===== src/rtl/led_seq_pkg.sv =====
// Package: shared state encoding for the LED startup sequencer.
// Assumes: the state codes are visible on state_o and are decoded by neighbours.
package led_seq_pkg;
    typedef enum logic [2:0] {
        ST_OFF    = 3'd0,
        ST_DETECT = 3'd1,
        ST_WAIT   = 3'd2,
        ST_RAMP   = 3'd3,
        ST_NORMAL = 3'd4
    } seq_state_t;
endpackage


===== src/rtl/seq_pwm_edge.sv =====
// Module: seq_pwm_edge
// Brings the asynchronous PWM input into the clk domain through a flop chain.
// Produces the synchronized level and a one-cycle pulse on its rising edge.
// Assumes: SYNC_STAGES >= 2.
module seq_pwm_edge #(
    parameter int SYNC_STAGES = 2
) (
    input  logic clk,
    input  logic rst_n,
    input  logic pwm_async,
    output logic pwm_level,
    output logic pwm_rise
);
    logic [SYNC_STAGES-1:0] sync_q;
    logic                   level_d;

    // Synchronizer chain: shift the raw input toward the MSB.
    always_ff @(posedge clk) begin
        if (!rst_n) sync_q <= '0;
        else        sync_q <= {sync_q[SYNC_STAGES-2:0], pwm_async};
    end

    // Delay of the synchronized level, kept for edge detection.
    always_ff @(posedge clk) begin
        if (!rst_n) level_d <= 1'b0;
        else        level_d <= sync_q[SYNC_STAGES-1];
    end

    assign pwm_level = sync_q[SYNC_STAGES-1];
    assign pwm_rise  = sync_q[SYNC_STAGES-1] & ~level_d;
endmodule


===== src/rtl/seq_detect_timer.sv =====
// Module: seq_detect_timer
// Counts switching-cycle ticks while run is high.
// Flags done on the tick that completes DETECT_CYCLES ticks.
// Assumes: run falls (or the counter restarts) once done has been seen.
module seq_detect_timer #(
    parameter int DETECT_CYCLES = 512,
    localparam int CNT_W = $clog2(DETECT_CYCLES) + 1
) (
    input  logic clk,
    input  logic rst_n,
    input  logic run,
    input  logic tick,
    output logic done
);
    localparam logic [CNT_W-1:0] LAST = CNT_W'(DETECT_CYCLES - 1);

    logic [CNT_W-1:0] cnt_q;

    // Tick counter: cleared whenever detection is not running.
    always_ff @(posedge clk) begin
        if (!rst_n || !run)  cnt_q <= '0;
        else if (tick) begin
            if (cnt_q == LAST) cnt_q <= '0;
            else               cnt_q <= cnt_q + 1'b1;
        end
    end

    assign done = run & tick & (cnt_q == LAST);

    assert_cnt_window_R2: assert property (@(posedge clk) disable iff (!rst_n)
        cnt_q < CNT_W'(DETECT_CYCLES));

    assert_idle_clear_R2: assert property (@(posedge clk) disable iff (!rst_n)
        !run |=> cnt_q == '0);
endmodule


===== src/rtl/seq_mask_latch.sv =====
// Module: seq_mask_latch
// Holds the active-channel mask. clear empties it at an enable rising edge.
// capture loads it from the inverted low-pin flags when detection ends.
// Assumes: clear and capture are never high together.
module seq_mask_latch #(
    parameter int NUM_CH = 6
) (
    input  logic              clk,
    input  logic              rst_n,
    input  logic              clear,
    input  logic              capture,
    input  logic [NUM_CH-1:0] low_flags,
    output logic [NUM_CH-1:0] mask
);
    // Mask register: changes only on clear or capture.
    always_ff @(posedge clk) begin
        if (!rst_n || clear) mask <= '0;
        else if (capture)    mask <= ~low_flags;
    end

    assert_ctl_exclusive_R3: assert property (@(posedge clk) disable iff (!rst_n)
        !(clear && capture));

    assert_hold_R9: assert property (@(posedge clk) disable iff (!rst_n)
        (!clear && !capture) |=> $stable(mask));
endmodule


===== src/rtl/led_startup_seq.sv =====
// Module: led_startup_seq (top)
// Sequences a multi-channel LED sink driver through off, channel detection,
// wait for the first PWM edge, reduced-current ramp, and normal operation.
// Assumes: en_i, sw_tick_i, ch_low_i, vout_reg_i and ocp_fault_i are synchronous to clk.
// pwm_i may be asynchronous.
module led_startup_seq
    import led_seq_pkg::*;
#(
    parameter int NUM_CH        = 6,
    parameter int DETECT_CYCLES = 512,
    parameter int SYNC_STAGES   = 2
) (
    input  logic              clk,
    input  logic              rst_n,
    input  logic              en_i,
    input  logic              pwm_i,
    input  logic              sw_tick_i,
    input  logic [NUM_CH-1:0] ch_low_i,
    input  logic              vout_reg_i,
    input  logic              ocp_fault_i,
    output logic [NUM_CH-1:0] active_mask_o,
    output logic              soft_start_o,
    output logic [NUM_CH-1:0] sink_en_o,
    output logic [2:0]        state_o
);
    seq_state_t state_q, state_d;
    logic       en_q;
    logic       en_rise;
    logic       pwm_level, pwm_rise;
    logic       detect_done;
    logic       mask_clear;

    seq_pwm_edge #(.SYNC_STAGES(SYNC_STAGES)) u_pwm (
        .clk(clk), .rst_n(rst_n), .pwm_async(pwm_i),
        .pwm_level(pwm_level), .pwm_rise(pwm_rise)
    );

    seq_detect_timer #(.DETECT_CYCLES(DETECT_CYCLES)) u_timer (
        .clk(clk), .rst_n(rst_n), .run(state_q == ST_DETECT),
        .tick(sw_tick_i), .done(detect_done)
    );

    assign en_rise    = en_i & ~en_q;
    assign mask_clear = (state_q == ST_OFF) & en_rise;

    seq_mask_latch #(.NUM_CH(NUM_CH)) u_mask (
        .clk(clk), .rst_n(rst_n), .clear(mask_clear), .capture(detect_done),
        .low_flags(ch_low_i), .mask(active_mask_o)
    );

    // State and enable-history registers.
    always_ff @(posedge clk) begin
        if (!rst_n) begin
            state_q <= ST_OFF;
            en_q    <= 1'b0;
        end else begin
            state_q <= state_d;
            en_q    <= en_i;
        end
    end

    // Next-state logic: a low enable overrides every transition.
    always_comb begin
        state_d = state_q;
        if (!en_i) state_d = ST_OFF;
        else begin
            unique case (state_q)
                ST_OFF:    if (en_rise)     state_d = ST_DETECT;
                ST_DETECT: if (detect_done) state_d = ST_WAIT;
                ST_WAIT:   if (pwm_rise)    state_d = ST_RAMP;
                ST_RAMP:   if (vout_reg_i)  state_d = ST_NORMAL;
                ST_NORMAL: if (ocp_fault_i) state_d = ST_RAMP;
                default:                    state_d = ST_OFF;
            endcase
        end
    end

    // Output decode: soft-start flag and per-channel sink enables.
    always_comb begin
        soft_start_o = 1'b0;
        sink_en_o    = '0;
        unique case (state_q)
            ST_DETECT, ST_WAIT: soft_start_o = 1'b1;
            ST_RAMP: begin
                soft_start_o = 1'b1;
                sink_en_o    = active_mask_o & {NUM_CH{en_i}};
            end
            ST_NORMAL: sink_en_o = active_mask_o & {NUM_CH{pwm_level & en_i}};
            default: ;
        endcase
    end

    assign state_o = state_q;

    assert_off_on_disable_R1: assert property (@(posedge clk) disable iff (!rst_n)
        !en_i |=> state_o == 3'd0);

    assert_dark_in_detect_R2: assert property (@(posedge clk) disable iff (!rst_n)
        state_q == ST_DETECT |-> sink_en_o == '0);

    assert_ramp_after_edge_R4: assert property (@(posedge clk) disable iff (!rst_n)
        ($past(state_q) == ST_WAIT && state_q == ST_RAMP) |-> $past(pwm_rise));

    assert_normal_after_reg_R5: assert property (@(posedge clk) disable iff (!rst_n)
        ($past(state_q) == ST_RAMP && state_q == ST_NORMAL) |-> $past(vout_reg_i));

    assert_normal_gated_R6: assert property (@(posedge clk) disable iff (!rst_n)
        (state_q == ST_NORMAL && sink_en_o != '0) |-> (en_i && pwm_level));

    assert_mask_steady_R9: assert property (@(posedge clk) disable iff (!rst_n)
        (state_q != ST_DETECT && $past(state_q) != ST_DETECT) |-> $stable(active_mask_o));
endmodule


===== config.mk =====
export PLATFORM = sky130hd
export DESIGN_NAME = led_startup_seq
export DESIGN_NICKNAME = d
export VERILOG_FILES = /design/src/rtl/led_seq_pkg.sv /design/src/rtl/seq_pwm_edge.sv /design/src/rtl/seq_detect_timer.sv /design/src/rtl/seq_mask_latch.sv /design/src/rtl/led_startup_seq.sv
export SDC_FILE = /design/constraint.sdc
export NUM_CORES = 1
export LEC_CHECK = 0
export BUFFER_PORTS_ARGS = -buffer_cell sky130_fd_sc_hd__buf_2
export CAP_MARGIN = 20
export CORE_MARGIN = 10
export CORE_UTILIZATION = 30
export CTS_CLUSTER_SIZE = 30
export DETAILED_ROUTE_END_ITERATION = 8
export SETUP_SLACK_MARGIN = 0.5
export SYNTH_ARGS = -nofsm -noshare
export SYNTH_HDL_FRONTEND = slang
export SYNTH_SLANG_ARGS = --single-unit

===== constraint.sdc =====
create_clock -name clk -period 1.6 [get_ports clk]
set_input_delay 0.32 -clock clk [delete_from_list [all_inputs] [get_ports clk]]
set_output_delay 0.32 -clock clk [all_outputs]
set_load 0.05 [all_outputs]

==> reports/qor.csv, run 1 <==
stage,metric,value,unit
sta,RSZ-0062 raised after global routing,yes,
setup_path,Crit-path slowest cell,dfxtp_4,
die,die area,6750,um^2
sta,TNS Setup,-609,ps
die,die width,82.1,um
placement,"worst slack, placed",25.8,ps
sta,Rel. slew slack,0.824,
setup_path,Stages on worst setup path,5,
setup_path,"Req. time, crit path",1280,ps
die,Starting Density,0.314,
final_layout,nets,180,
sta,Worst Max-Slew Pin Slew,256,ps
placement,placed cell count,193,
synth,list of most frequent post-synthesis cells,"dfxtp_1 (23), and2_1 (9), a211oi_1 (8)",
setup_path,critical path capture point type,primary output,
pwr,static leakage,0.718,nW
die,FP Rows,22,
routing,"antenna viol nets, final",0,
sta,setup slack after layout,-129,ps
final_layout,final instance area,1990,um^2
synth,"Avg Cell Area, Syn",9.82,um^2
clocking,htree depth,1,
global_route,vias in the first global route,1171,
setup_path,worst r2r src,state_o[1],
sta,final worst path period need,1730,ps
worst_hold_path,Hold Path Class,in -> reg,
sta,fmax,578,MHz
synth,Synth top area share,0.397,
sta,fin. max-slew vios,0,
clocking,TritonCTS clock tree,yes,
synth,main flop type after synthesis,dfxtp_1,
routing,uppermost layer routed,met4,
placement,dpl hpwl,2.16,mm
synth,post-synthesis sequential area ratio,0.397,
global_route,first-pass GRT wire length,5.62,mm
setup_path,worst setup path class,reg -> out,
synth,"Async S/R FF share, synth",0,
sta,endpoints failing setup,5,
placement,buffers added on ports,28,
setup_path,worst reg2reg endpoint,u_mask.mask[4],
pwr,cell area power density,541,nW/um^2
synth,synthesis-stage register bit count,23,
die,Core Area,3690,um^2
setup_path,cells along the critical path,nand3b_1 -> a21boi_2 -> buf_4 -> and2_4 -> buf_8,
synth,Syn Nets,132,
die,Die H,82.1,um
die,IO Count,29,
routing,routed wire length,3.48,mm
routing,DRT iter0 DRCs,33,
synth,main area contributors after synthesis,"dfxtp_1 (40%), a211oi_1 (5.2%), and2_1 (4.9%)",
setup_path,critical path endpoint,sink_en_o[2],
sta,Worst Skew,7.30,ps
pwr,worst vdd ir,672,uV
setup_path,Crit Path Max Fanout,5,
routing,met2 WL,1.73,mm
routing,DRC Markers,0,
clocking,CTS root buf,clkbuf_8,
clocking,CTS Buffer Depth,2,
setup_path,critical path's top delay family,flip-flops,
final_layout,fill cell count,324,
routing,vias,1157,
synth,"EDFF count, synth",0,
setup_path,R2R Setup Slk,40,ps
global_route,Global Route Usage Sum,0.104,
routing,via/cell ratio,5.43,
global_route,largest net degree at the start of global routing,14,
setup_path,"Largest stage delay, worst path",360,ps
outcome,status,"complete, but fails checks",
setup_path,CP Buf/Inv Count,2,
final_layout,Area Growth Syn to Fin,72.1,%
clocking,clock transition at the registers of the reported paths,90,ps
final_layout,Ant. Diodes,0,
synth,Netlist cell types,43,
routing,metal3 WL,271,um
job,max_cap viols,0,
clocking,clock sink total,23,
global_route,grt ovf,0,
clocking,Clock Latency Late Sink,270,ps
outcome,failing checks,setup timing,
routing,First-pass DRT Iterations,4,
synth,cell count after synthesis,118,
sta,final period utilization,1.08,
global_route,antenna violations before repair,0,
synth,"Cell Area, Synth",1160,um^2
placement,Post-DP Area,1410,um^2
routing,detail-routed net length per standard cell,16.4,um
setup_path,"Arr. time, crit path",1410,ps
final_layout,Post-Route Utilization,0.541,
synth,top-count cell post-synth,dfxtp_1,
routing,M1 wire length,1.42,mm
placement,RePlAce Congestion,0.765,
clocking,Inserted Clock Buffers,3,
setup_path,reg2reg path depth,4,
sta,Fin. Hold Viols,0,
synth,post-synth top area cell,dfxtp_1,
synth,Ys Warns,0,
setup_path,crit path launch type,flip-flop,
final_layout,share of layout cells above drive strength 1,0.685,
final_layout,Non-Filler Instances,213,
setup_path,Worst Setup SP,state_o[2],
-- power breakdown --
part	switching, mW	total, mW	internal (mW)
Clock	0.192	0.366	0.174
Sequential	0.00471	0.571	0.566
Combinational	0.0717	0.141	0.0698
Total	0.268	1.08	0.810
-- per-stage QoR --
| stage | power [mW] | hold slack, ps |
|---|---|---|
| floorplan | 0.640 | 412 |
| global placement | 0.673 | 420 |
| detailed placement | 0.675 | 424 |
| CTS | 1.08 | 221 |
| global route | 1.13 | 205 |
| finish | 1.08 | 220 |
-- layer usage --
| layer | GRT usage | vias to the layer above |
|---|---|---|
| li1 | - | 545 |
| met1 | 0.124 | 568 |
| met2 | 0.181 | 34 |
| met3 | 0.0335 | 10 |
| met4 | 0.0187 | 0 |
| met5 | 0 | - |
-- worst min-delay path by stage --
stage / start / end / slack (ps) / cells after the start
detailed placement: u_pwm.sync_q[0] / u_pwm.sync_q[1] / 420 / 1
floorplan: u_pwm.sync_q[0] / u_pwm.sync_q[1] / 410 / 1
global route: ch_low_i[0] / u_mask.mask[0] / 200 / 2
finish: ch_low_i[0] / u_mask.mask[0] / 220 / 2
CTS: ch_low_i[0] / u_mask.mask[0] / 220 / 2
global placement: u_pwm.sync_q[0] / u_pwm.sync_q[1] / 420 / 1
-- layout by cell type, fill, tap and decap left out, types with 2 or more instances in the layout --
master / synthesis / final
nand4_1: 3 / 3
and2_4: 0 / 6
and4_4: 1 / 3
dfxtp_2: 0 / 8
dfxtp_4: 0 / 8
nand2b_1: 2 / 2
buf_2: 4 / 12
or3_1: 4 / 3
xor2_1: 2 / 2
nand2_1: 6 / 5
a21oi_2: 1 / 5
o21ai_0: 6 / 5
a41oi_1: 6 / 6
xnor2_1: 2 / 2
buf_6: 2 / 9
nand3_1: 2 / 2
and2_1: 9 / 3
dfxtp_1: 23 / 7
a211oi_2: 0 / 7
clkbuf_8: 0 / 3
nor2b_1: 2 / 2
nand4_4: 1 / 2
nor2_4: 0 / 5
buf_4: 0 / 10
buf_8: 0 / 15
nor3b_4: 1 / 2
buf_12: 0 / 3
-- cells by family (layout without fill, tap and decap cells) --
logic type	Yosys count	after routing	synth area share
simple gates	49	50	0.299
compound gates	32	32	0.211
flops	23	23	0.397
buf+inv	8	54	0.0432
xor+xnor	4	4	0.0302
fa+ha+maj	1	1	0.0108
mux	1	1	0.00864
-- layout make-up --
cell class              count  area [um^2]  area share
clock inverters             1         5.00     0.00251
flip-flops and latches     23          500       0.251
well taps                  48         60.1      0.0301
clock buffers               3         41.3      0.0207
repair buffers             49          522       0.262
multi-input cells          88          862       0.432
inverters                   1         3.75     0.00188
-- sequential cells by signal, indices dropped and copies added, names as in the netlist --
| signal | flops |
|---|---|
| en_q | 1 |
| state_o | 3 |
| u_mask.mask | 6 |
| u_pwm.level_d | 1 |
| u_pwm.sync_q | 2 |
| u_timer.cnt_q | 10 |
-- worst reg2reg max path, delay by kind of cell, from the launching register on --
| family | cells | cell delay, ps |
|---|---|---|
| buffers and inverters | 1 | 190 |
| AO/OA/AOI/OAI | 2 | 360 |
| flip-flops | 1 | 350 |
| AND/OR/NAND/NOR | 1 | 540 |
-- timing repair --
action	CTS	global route
endpoints found under the setup margin	34	35
gates cloned	1	0
hold buffers	0	0
setup buffers	11	4
pin swaps	16	13
gates resized for setup	89	25
No activity file was read; power rests on OpenSTA's default activity.
==> run 2: changes to the inputs <==
--- a/config.mk
+++ b/config.mk
@@ -5,12 +5,15 @@
 export SDC_FILE = /design/constraint.sdc
 export NUM_CORES = 1
 export LEC_CHECK = 0
+export ABC_AREA = 1
 export BUFFER_PORTS_ARGS = -buffer_cell sky130_fd_sc_hd__buf_2
 export CAP_MARGIN = 20
 export CORE_MARGIN = 10
 export CORE_UTILIZATION = 30
+export CTS_BUF_LIST = sky130_fd_sc_hd__clkbuf_4
 export CTS_CLUSTER_SIZE = 30
 export DETAILED_ROUTE_END_ITERATION = 8
+export GPL_TIMING_DRIVEN = 0
 export SETUP_SLACK_MARGIN = 0.5
 export SYNTH_ARGS = -nofsm -noshare
 export SYNTH_HDL_FRONTEND = slang
==> reports/qor.csv, run 2 <==
stage,metric,value,unit,change
die,die area,6540,um^2,was 6750 um^2
final_layout,Ant. Diodes,0,,unchanged
setup_path,R2R Setup Slk,-10,ps,was 40 ps
synth,main flop type after synthesis,dfxtp_1,,unchanged
synth,post-synth top area cell,dfxtp_1,,unchanged
final_layout,"most common cell after layout, fill and taps aside",nand2_1,,was buf_8
placement,buffers added on ports,28,,unchanged
clocking,Clock Latency Late Sink,310,ps,was 270 ps
pwr,cell area power density,534,nW/um^2,was 541 nW/um^2
sta,WHS,174,ps,was 220 ps
final_layout,max FFs per register,10,,unchanged
worst_hold_path,hold path depth,3,,was 2
clocking,htree depth,1,,unchanged
die,FP Rows,22,,unchanged
outcome,failing checks,setup timing,,unchanged
placement,dpl hpwl,1.98,mm,was 2.16 mm
sta,Worst Max-Slew Pin Slew,449,ps,was 256 ps
synth,Syn Nets,172,,was 132
sta,Worst Skew,5.30,ps,was 7.30 ps
setup_path,"Req. time, crit path",1280,ps,about the same
setup_path,critical path capture point type,primary output,,unchanged
sta,TNS Setup,-1100,ps,was -609 ps
setup_path,worst setup path class,reg -> out,,unchanged
setup_path,Worst Setup SP,state_o[0],,was state_o[2]
setup_path,critical path endpoint,sink_en_o[5],,was sink_en_o[2]
synth,main area contributors after synthesis,"dfxtp_1 (41%), nand2_1 (14%), nor2_1 (8.4%)",,"was dfxtp_1 (40%), a211oi_1 (5.2%), and2_1 (4.9%)"
sta,setup slack after layout,-196,ps,was -129 ps
setup_path,Crit Path Max Fanout,6,,was 5
clocking,CTS root buf,clkbuf_4,,was clkbuf_8
global_route,largest net degree at the start of global routing,14,,unchanged
setup_path,worst reg2reg endpoint,u_mask.mask[2],,was u_mask.mask[4]
synth,Synth top area share,0.414,,was 0.397
routing,detail-routed net length per standard cell,13.0,um,was 16.4 um
synth,post-synthesis sequential area ratio,0.414,,was 0.397
pwr,worst vdd ir,348,uV,was 672 uV
routing,routed wire length,3.32,mm,was 3.48 mm
synth,cell count after synthesis,158,,was 118
final_layout,final instance area,1970,um^2,was 1990 um^2
sta,endpoints failing setup,7,,was 5
die,Starting Density,0.306,,was 0.314
synth,list of most frequent post-synthesis cells,"nand2_1 (41), nor2_1 (25), dfxtp_1 (23), inv_1 (17), a21oi_1 (13)",,"was dfxtp_1 (23), and2_1 (9), a211oi_1 (8)"
die,Core Area,3630,um^2,was 3690 um^2
pwr,static leakage,0.759,nW,was 0.718 nW
final_layout,most frequent cells in the layout,"nand2_1 (26), inv_1 (15), buf_8 (14)",,"was buf_8 (15), buf_2 (12), buf_4 (10)"
clocking,clock sink total,23,,unchanged
synth,"Cell Area, Synth",1110,um^2,was 1160 um^2
worst_hold_path,Hold Path Class,in -> reg,,unchanged
placement,RePlAce Congestion,0.781,,was 0.765
sta,Rel. slew slack,0.699,,was 0.824
synth,Ys Warns,0,,unchanged
synth,"EDFF count, synth",0,,unchanged
die,Die H,80.9,um,was 82.1 um
setup_path,worst r2r src,state_o[2],,was state_o[1]
synth,"Avg Cell Area, Syn",7.04,um^2,was 9.82 um^2
routing,via/cell ratio,4.58,,was 5.43
outcome,status,"complete, but fails checks",,unchanged
global_route,first-pass GRT wire length,5.19,mm,was 5.62 mm
sta,final worst path period need,1800,ps,was 1730 ps
sta,final period utilization,1.12,,was 1.08
clocking,TritonCTS clock tree,yes,,unchanged
routing,"antenna viol nets, final",0,,unchanged
final_layout,share of layout cells above drive strength 1,0.587,,was 0.685
setup_path,reg2reg path depth,10,,was 4
final_layout,fill cell count,331,,was 324
setup_path,"Arr. time, crit path",1480,ps,was 1410 ps
sta,fin. max-slew vios,0,,unchanged
global_route,antenna violations before repair,0,,unchanged
synth,top-count cell post-synth,nand2_1,,was dfxtp_1
sta,fmax,557,MHz,was 578 MHz
global_route,Global Route Usage Sum,0.100,,was 0.104
routing,vias,1172,,"was 1,157"
synth,Netlist cell types,23,,was 43
synth,synthesis-stage register bit count,23,,unchanged
die,IO Count,29,,unchanged
synth,"Async S/R FF share, synth",0,,unchanged
sta,RSZ-0062 raised after global routing,yes,,unchanged
placement,Post-DP Area,1430,um^2,was 1410 um^2
setup_path,crit path launch type,flip-flop,,unchanged
global_route,grt ovf,0,,unchanged
sta,Fin. Hold Viols,0,,unchanged
routing,First-pass DRT Iterations,4,,unchanged
clocking,CTS Buffer Depth,2,,unchanged
clocking,clock transition at the registers of the reported paths,130,ps,was 90 ps
die,die width,80.9,um,was 82.1 um
final_layout,Area Growth Syn to Fin,77.2,%,was 72.1%
global_route,vias in the first global route,1142,,"was 1,171"
routing,DRT iter0 DRCs,54,,was 33
final_layout,nets,223,,was 180
final_layout,"Most flops, register",u_timer.cnt_q,,unchanged
job,max_cap viols,0,,unchanged
clocking,Inserted Clock Buffers,3,,unchanged
routing,DRC Markers,0,,unchanged
==> run 2: per-layer routing <==
| metal | track usage | vias up | part of all wire |
|---|---|---|---|
| li1 | - | 602 | - |
| met5 | 0 | - | 0 |
| met4 | 0.0260 | 0 | 0.0072 |
| met2 | 0.193 | 24 | 0.55 |
| met3 | 0.0364 | 2 | 0.070 |
| met1 | 0.0992 | 544 | 0.38 |
==> run 2: what timing repair did <==
action | 4_1_cts | 5_1_grt
resized for setup | 92 | 24
setup endpoints to repair | 35 | 35
pin swaps | 27 | 8
hold buffers | 0 | 0
gates cloned | 1 | 0
setup buffers | 15 | 2
==> run 2: how the worst min path moves through the flow <==
stage                               start         endpoint  slack, ps
after floorplan           u_pwm.sync_q[0]  u_pwm.sync_q[1]        390
after global placement    u_pwm.sync_q[0]  u_pwm.sync_q[1]        390
after detailed placement  u_pwm.sync_q[0]  u_pwm.sync_q[1]        410
after CTS                           pwm_i  u_pwm.sync_q[0]        160
after global routing                pwm_i  u_pwm.sync_q[0]        160
final                               pwm_i  u_pwm.sync_q[0]        170
==> run 2: power by group <==
group / switching [mW] / leakage [nW] / internal (mW) / total, mW
clock network: 0.181 / 0.0177 / 0.0935 / 0.275
registers: 0.0106 / 0.197 / 0.567 / 0.578
logic: 0.112 / 0.544 / 0.0868 / 0.199
total: 0.305 / 0.759 / 0.747 / 1.05
==> run 2: final cells by class <==
type                            instances  area, um^2  area share
Clock buffer                            3        22.5      0.0114
Timing Repair Buffer                   46         459       0.233
Clock inverter                          1        5.00     0.00254
Inverter                               18        75.1      0.0381
Buffer                                  2        26.3      0.0133
Multi-Input combinational cell        115         818       0.415
Tap cell                               48        60.1      0.0305
Sequential cell                        23         504       0.256
==> run 2: critical path, cell delays in order (launching register included) <==
cell and delay, ps:
dfxtp_4 420, nand2_2 90, o21ai_4 260, nand2_2 120
nor2_4 120, buf_8 150
==> run 2: through the flow <==
step / std cells / utilization / power [mW] / setup slack (ps)
final: 256 / 0.542 / 1.05 / -196
after floorplan: 158 / - / 0.688 / 81.6
after detailed placement: 234 / 0.394 / 0.727 / -9.40
after global routing: 256 / 0.542 / 1.11 / -291
after global placement: 234 / 0.394 / 0.726 / -9.70
after CTS: 254 / 0.517 / 1.06 / -175
==> run 2: cell families (layout without fill, tap and decap cells) <==
kind of cell               count (synthesis)  in the layout  synth area share
and+or+nand+nor                           93             93             0.388
xor gates and xnor gates                   2              2            0.0158
AOI/OAI and AO/OA                         19             19            0.0855
buffers and inverters                     20             70            0.0855
adders and majority gates                  1              1            0.0112
DFF                                       23             23             0.414
==> run 3: changes to the inputs <==
--- a/config.mk
+++ b/config.mk
@@ -9,11 +9,11 @@
 export BUFFER_PORTS_ARGS = -buffer_cell sky130_fd_sc_hd__buf_2
 export CAP_MARGIN = 20
 export CORE_MARGIN = 10
-export CORE_UTILIZATION = 30
-export CTS_BUF_LIST = sky130_fd_sc_hd__clkbuf_4
+export CORE_UTILIZATION = 51
 export CTS_CLUSTER_SIZE = 30
 export DETAILED_ROUTE_END_ITERATION = 8
 export GPL_TIMING_DRIVEN = 0
+export PLACE_DENSITY = 0.77
 export SETUP_SLACK_MARGIN = 0.5
 export SYNTH_ARGS = -nofsm -noshare
 export SYNTH_HDL_FRONTEND = slang
==> reports/qor.csv, run 3 <==
stage,metric,value,unit,change
outcome,tool error,"[ERROR DPL-0038] Utilization greater than 100%, impossible to legalize",,
synth,cell count after synthesis,158,,unchanged
sta,worst_ep kind,primary output,,
synth,Ys Warns,0,,unchanged
clocking,htree depth,1,,unchanged
outcome,status,did not finish,,"was complete, but fails checks"
synth,"Async S/R FF share, synth",0,,unchanged
sta,Worst EP post-GRT repair,sink_en_o[3],,
clocking,CTS Buffer Depth,2,,unchanged
synth,"Cell Area, Synth",1110,um^2,unchanged
placement,buffers added on ports,28,,unchanged
synth,synthesis-stage register bit count,23,,unchanged
synth,post-synth top area cell,dfxtp_1,,unchanged
die,Starting Density,0.550,,was 0.306
synth,list of most frequent post-synthesis cells,"nand2_1 (41), nor2_1 (25), dfxtp_1 (23), inv_1 (17), a21oi_1 (13)",,unchanged
synth,main area contributors after synthesis,"dfxtp_1 (41%), nand2_1 (14%), nor2_1 (8.4%)",,unchanged
clocking,Inserted Clock Buffers,3,,unchanged
clocking,clock sink total,23,,unchanged
synth,post-synthesis sequential area ratio,0.414,,unchanged
synth,"EDFF count, synth",0,,unchanged
die,die width,66.7,um,was 80.9 um
synth,"Avg Cell Area, Syn",7.04,um^2,unchanged
die,Die H,66.7,um,was 80.9 um
placement,dpl hpwl,1.96,mm,was 1.98 mm
die,IO Count,29,,unchanged
die,FP Rows,16,,was 22
global_route,largest net degree at the start of global routing,13,,
clocking,CTS root buf,clkbuf_4,,unchanged
synth,main flop type after synthesis,dfxtp_1,,unchanged
synth,top-count cell post-synth,nand2_1,,unchanged
synth,Syn Nets,172,,unchanged
placement,RePlAce Congestion,0.834,,was 0.781
synth,Synth top area share,0.414,,unchanged
synth,Netlist cell types,23,,unchanged
outcome,Failed at,global routing (5_1_grt),,
clocking,# hold bufs at CTS,0,,unchanged
run 3: cell counts after synthesis:
No cell type changed its count.
run 3: timing repair:
action	CTS
resized for setup	92
cloned	1
pin swaps	25
endpoints found under the setup margin	34
buffers inserted	13
run 3: cell families after synthesis:
group           after synthesis  share of synthesized area
compound gates               19                     0.0855
simple gates                 93                      0.388
fa+ha+maj                     1                     0.0112
xor+xnor                      2                     0.0158
buf+inv                      20                     0.0855
flops                        23                      0.414
run 3: stage by stage:
stage	cell area (um^2)	std cells	worst slack [ps]	hold slack, ps
floorplan	1230	158	81.6	390
global placement	1410	213	8.04	392
detailed placement	1410	213	-10.2	402
CTS	1840	231	-146	184
==> run 4: changes to the inputs <==
--- a/config.mk
+++ b/config.mk
@@ -8,13 +8,11 @@
 export ABC_AREA = 1
 export BUFFER_PORTS_ARGS = -buffer_cell sky130_fd_sc_hd__buf_2
 export CAP_MARGIN = 20
-export CORE_MARGIN = 10
-export CORE_UTILIZATION = 51
-export CTS_CLUSTER_SIZE = 30
+export CORE_AREA = 10 10 71 73
 export DETAILED_ROUTE_END_ITERATION = 8
+export DIE_AREA = 0 0 81 83
 export GPL_TIMING_DRIVEN = 0
-export PLACE_DENSITY = 0.77
-export SETUP_SLACK_MARGIN = 0.5
+export PLACE_DENSITY_LB_ADDON = 0.15
 export SYNTH_ARGS = -nofsm -noshare
 export SYNTH_HDL_FRONTEND = slang
 export SYNTH_SLANG_ARGS = --single-unit
==> reports/qor.csv, run 4 (same netlist as run 2, synthesis figures left out) <==
stage,metric,value,unit,change
routing,detail-routed net length per standard cell,10.8,um,
sta,Worst Max-Slew Pin Slew,690,ps,
global_route,M1 GR Usage,0.0952,,
sta,setup slack after layout,-80.0,ps,
setup_path,Crit Path Max Fanout,6,,
clocking,TritonCTS clock tree,yes,,
placement,Post-DP Area,1390,um^2,was 1410 um^2
sta,Fin. Hold Viols,0,,
routing,vias,1055,,
final_layout,"Most flops, register",u_timer.cnt_q,,
final_layout,"most common cell after layout, fill and taps aside",nand2_1,,
clocking,clock sink total,23,,unchanged
clocking,# hold bufs at CTS,0,,unchanged
routing,First-pass DRT Iterations,4,,
final_layout,share of layout cells above drive strength 1,0.347,,
sta,final period utilization,1.05,,
sta,final worst path period need,1680,ps,
sta,RSZ-0062 raised after global routing,yes,,
clocking,CTS Buffer Depth,2,,unchanged
global_route,gr busiest metal,met2,,
die,IO Count,29,,unchanged
routing,"antenna viol nets, final",0,,
final_layout,fill cell count,370,,
routing,DRT iter0 DRCs,18,,
final_layout,Ant. Diodes,0,,
die,die area,6720,um^2,
die,Core Area,3630,um^2,
pwr,static leakage,0.644,nW,
sta,fin. max-slew vios,0,,
sta,Rel. slew slack,0.535,,
job,max_cap viols,0,,
placement,"worst slack, placed",-85.7,ps,was -10.2 ps
placement,buffers added on ports,28,,unchanged
sta,WHS,236,ps,
pwr,cell area power density,703,nW/um^2,
setup_path,crit path launch type,flip-flop,,
worst_hold_path,Hold Path Class,in -> reg,,
outcome,status,"complete, but fails checks",,was did not finish
global_route,vias in the first global route,1022,,
routing,DRC Markers,0,,
placement,dpl hpwl,2.03,mm,was 1.96 mm
setup_path,"Req. time, crit path",1280,ps,
clocking,htree depth,1,,unchanged
final_layout,most frequent cells in the layout,"nand2_1 (33), buf_2 (21), dfxtp_1 (20)",,
clocking,CTS root buf,clkbuf_8,,was clkbuf_4
global_route,Global Route Usage Sum,0.0786,,
sta,endpoints failing setup,6,,
die,Die H,83,um,was 66.7 um
setup_path,critical path capture point type,primary output,,
placement,RePlAce Congestion,0.844,,was 0.834
sta,TNS Setup,-460,ps,
sta,Worst Skew,1.45,ps,
final_layout,final instance area,1560,um^2,
global_route,grt ovf,0,,
worst_hold_path,hold path depth,3,,
setup_path,"Arr. time, crit path",1360,ps,
outcome,failing checks,setup timing,,
setup_path,reg2reg path depth,5,,
die,die width,81,um,was 66.7 um
final_layout,Seq. cell area,472,um^2,
clocking,Clock Latency Late Sink,260,ps,
global_route,antenna violations before repair,0,,
die,Starting Density,0.306,,was 0.550
routing,routed wire length,2.60,mm,
final_layout,max FFs per register,10,,
setup_path,worst setup path class,reg -> out,,
global_route,met3 Use GR,0.0237,,
final_layout,area of the multi-input gates,669,um^2,
final_layout,Area Growth Syn to Fin,40.6,%,
pwr,worst vdd ir,318,uV,
sta,fmax,595,MHz,
global_route,first-pass GRT wire length,4.45,mm,
clocking,Inserted Clock Buffers,3,,unchanged
global_route,largest net degree at the start of global routing,13,,
clocking,clock transition at the registers of the reported paths,80,ps,
global_route,met2 Use GR,0.124,,
routing,via/cell ratio,4.38,,
die,FP Rows,22,,was 16
final_layout,nets,208,,
## run 4: worst max-delay path: stages (launching register included)
cell     delay (ps)
dfxtp_4         380
nor2_4          140
nand2_4          80
o21ai_4         150
buf_12          160
nor2_4           50
buf_8           140
## run 4: final timing paths
check	from	end	slack, ps
worst min-delay path	pwm_i	u_pwm.sync_q[0]	240
worst max register to register	state_o[0]	u_mask.mask[2]	130
worst min register to register	u_pwm.sync_q[0]	u_pwm.sync_q[1]	420
worst max-delay path	state_o[0]	sink_en_o[3]	-80
## run 4: report_power, final
part | switching, mW | internal [mW] | leakage, nW | total, mW
logic | 0.0891 | 0.0531 | 0.432 | 0.142
clock network | 0.191 | 0.178 | 0.0228 | 0.369
registers | 0.0101 | 0.578 | 0.189 | 0.588
## run 4: what timing repair did
action | CTS | global route
pin swaps | 7 | 7
setup endpoints to repair | 6 | 9
gates resized for setup | 24 | 4
endpoints found under the hold margin | 0 | 0
buffers inserted | 4 | 0
## run 4: layer usage
metal / wire length, um / vias to the layer above / share of wire
met5: 0 / - / 0
met3: 193 / 5 / 0.074
li1: - / 567 / -
met4: 42 / 0 / 0.016
met2: 1150 / 23 / 0.44
met1: 1210 / 460 / 0.47
## run 4: layout make-up
type                    count  area share
multi-input cells         115       0.428
flip-flops and latches     23       0.302
repair buffers             32       0.150
inverters                  18      0.0464
well taps                  48      0.0384
clock buffers               4      0.0288
plain buffers               1     0.00720
## run 4: per-stage QoR
step                cells  total power [mW]   util
floorplan             158             0.683      -
global placement      234             0.722  0.384
detailed placement    234             0.723  0.384
CTS                   241              1.11  0.426
global route          241              1.15  0.430
finish                241              1.10  0.430
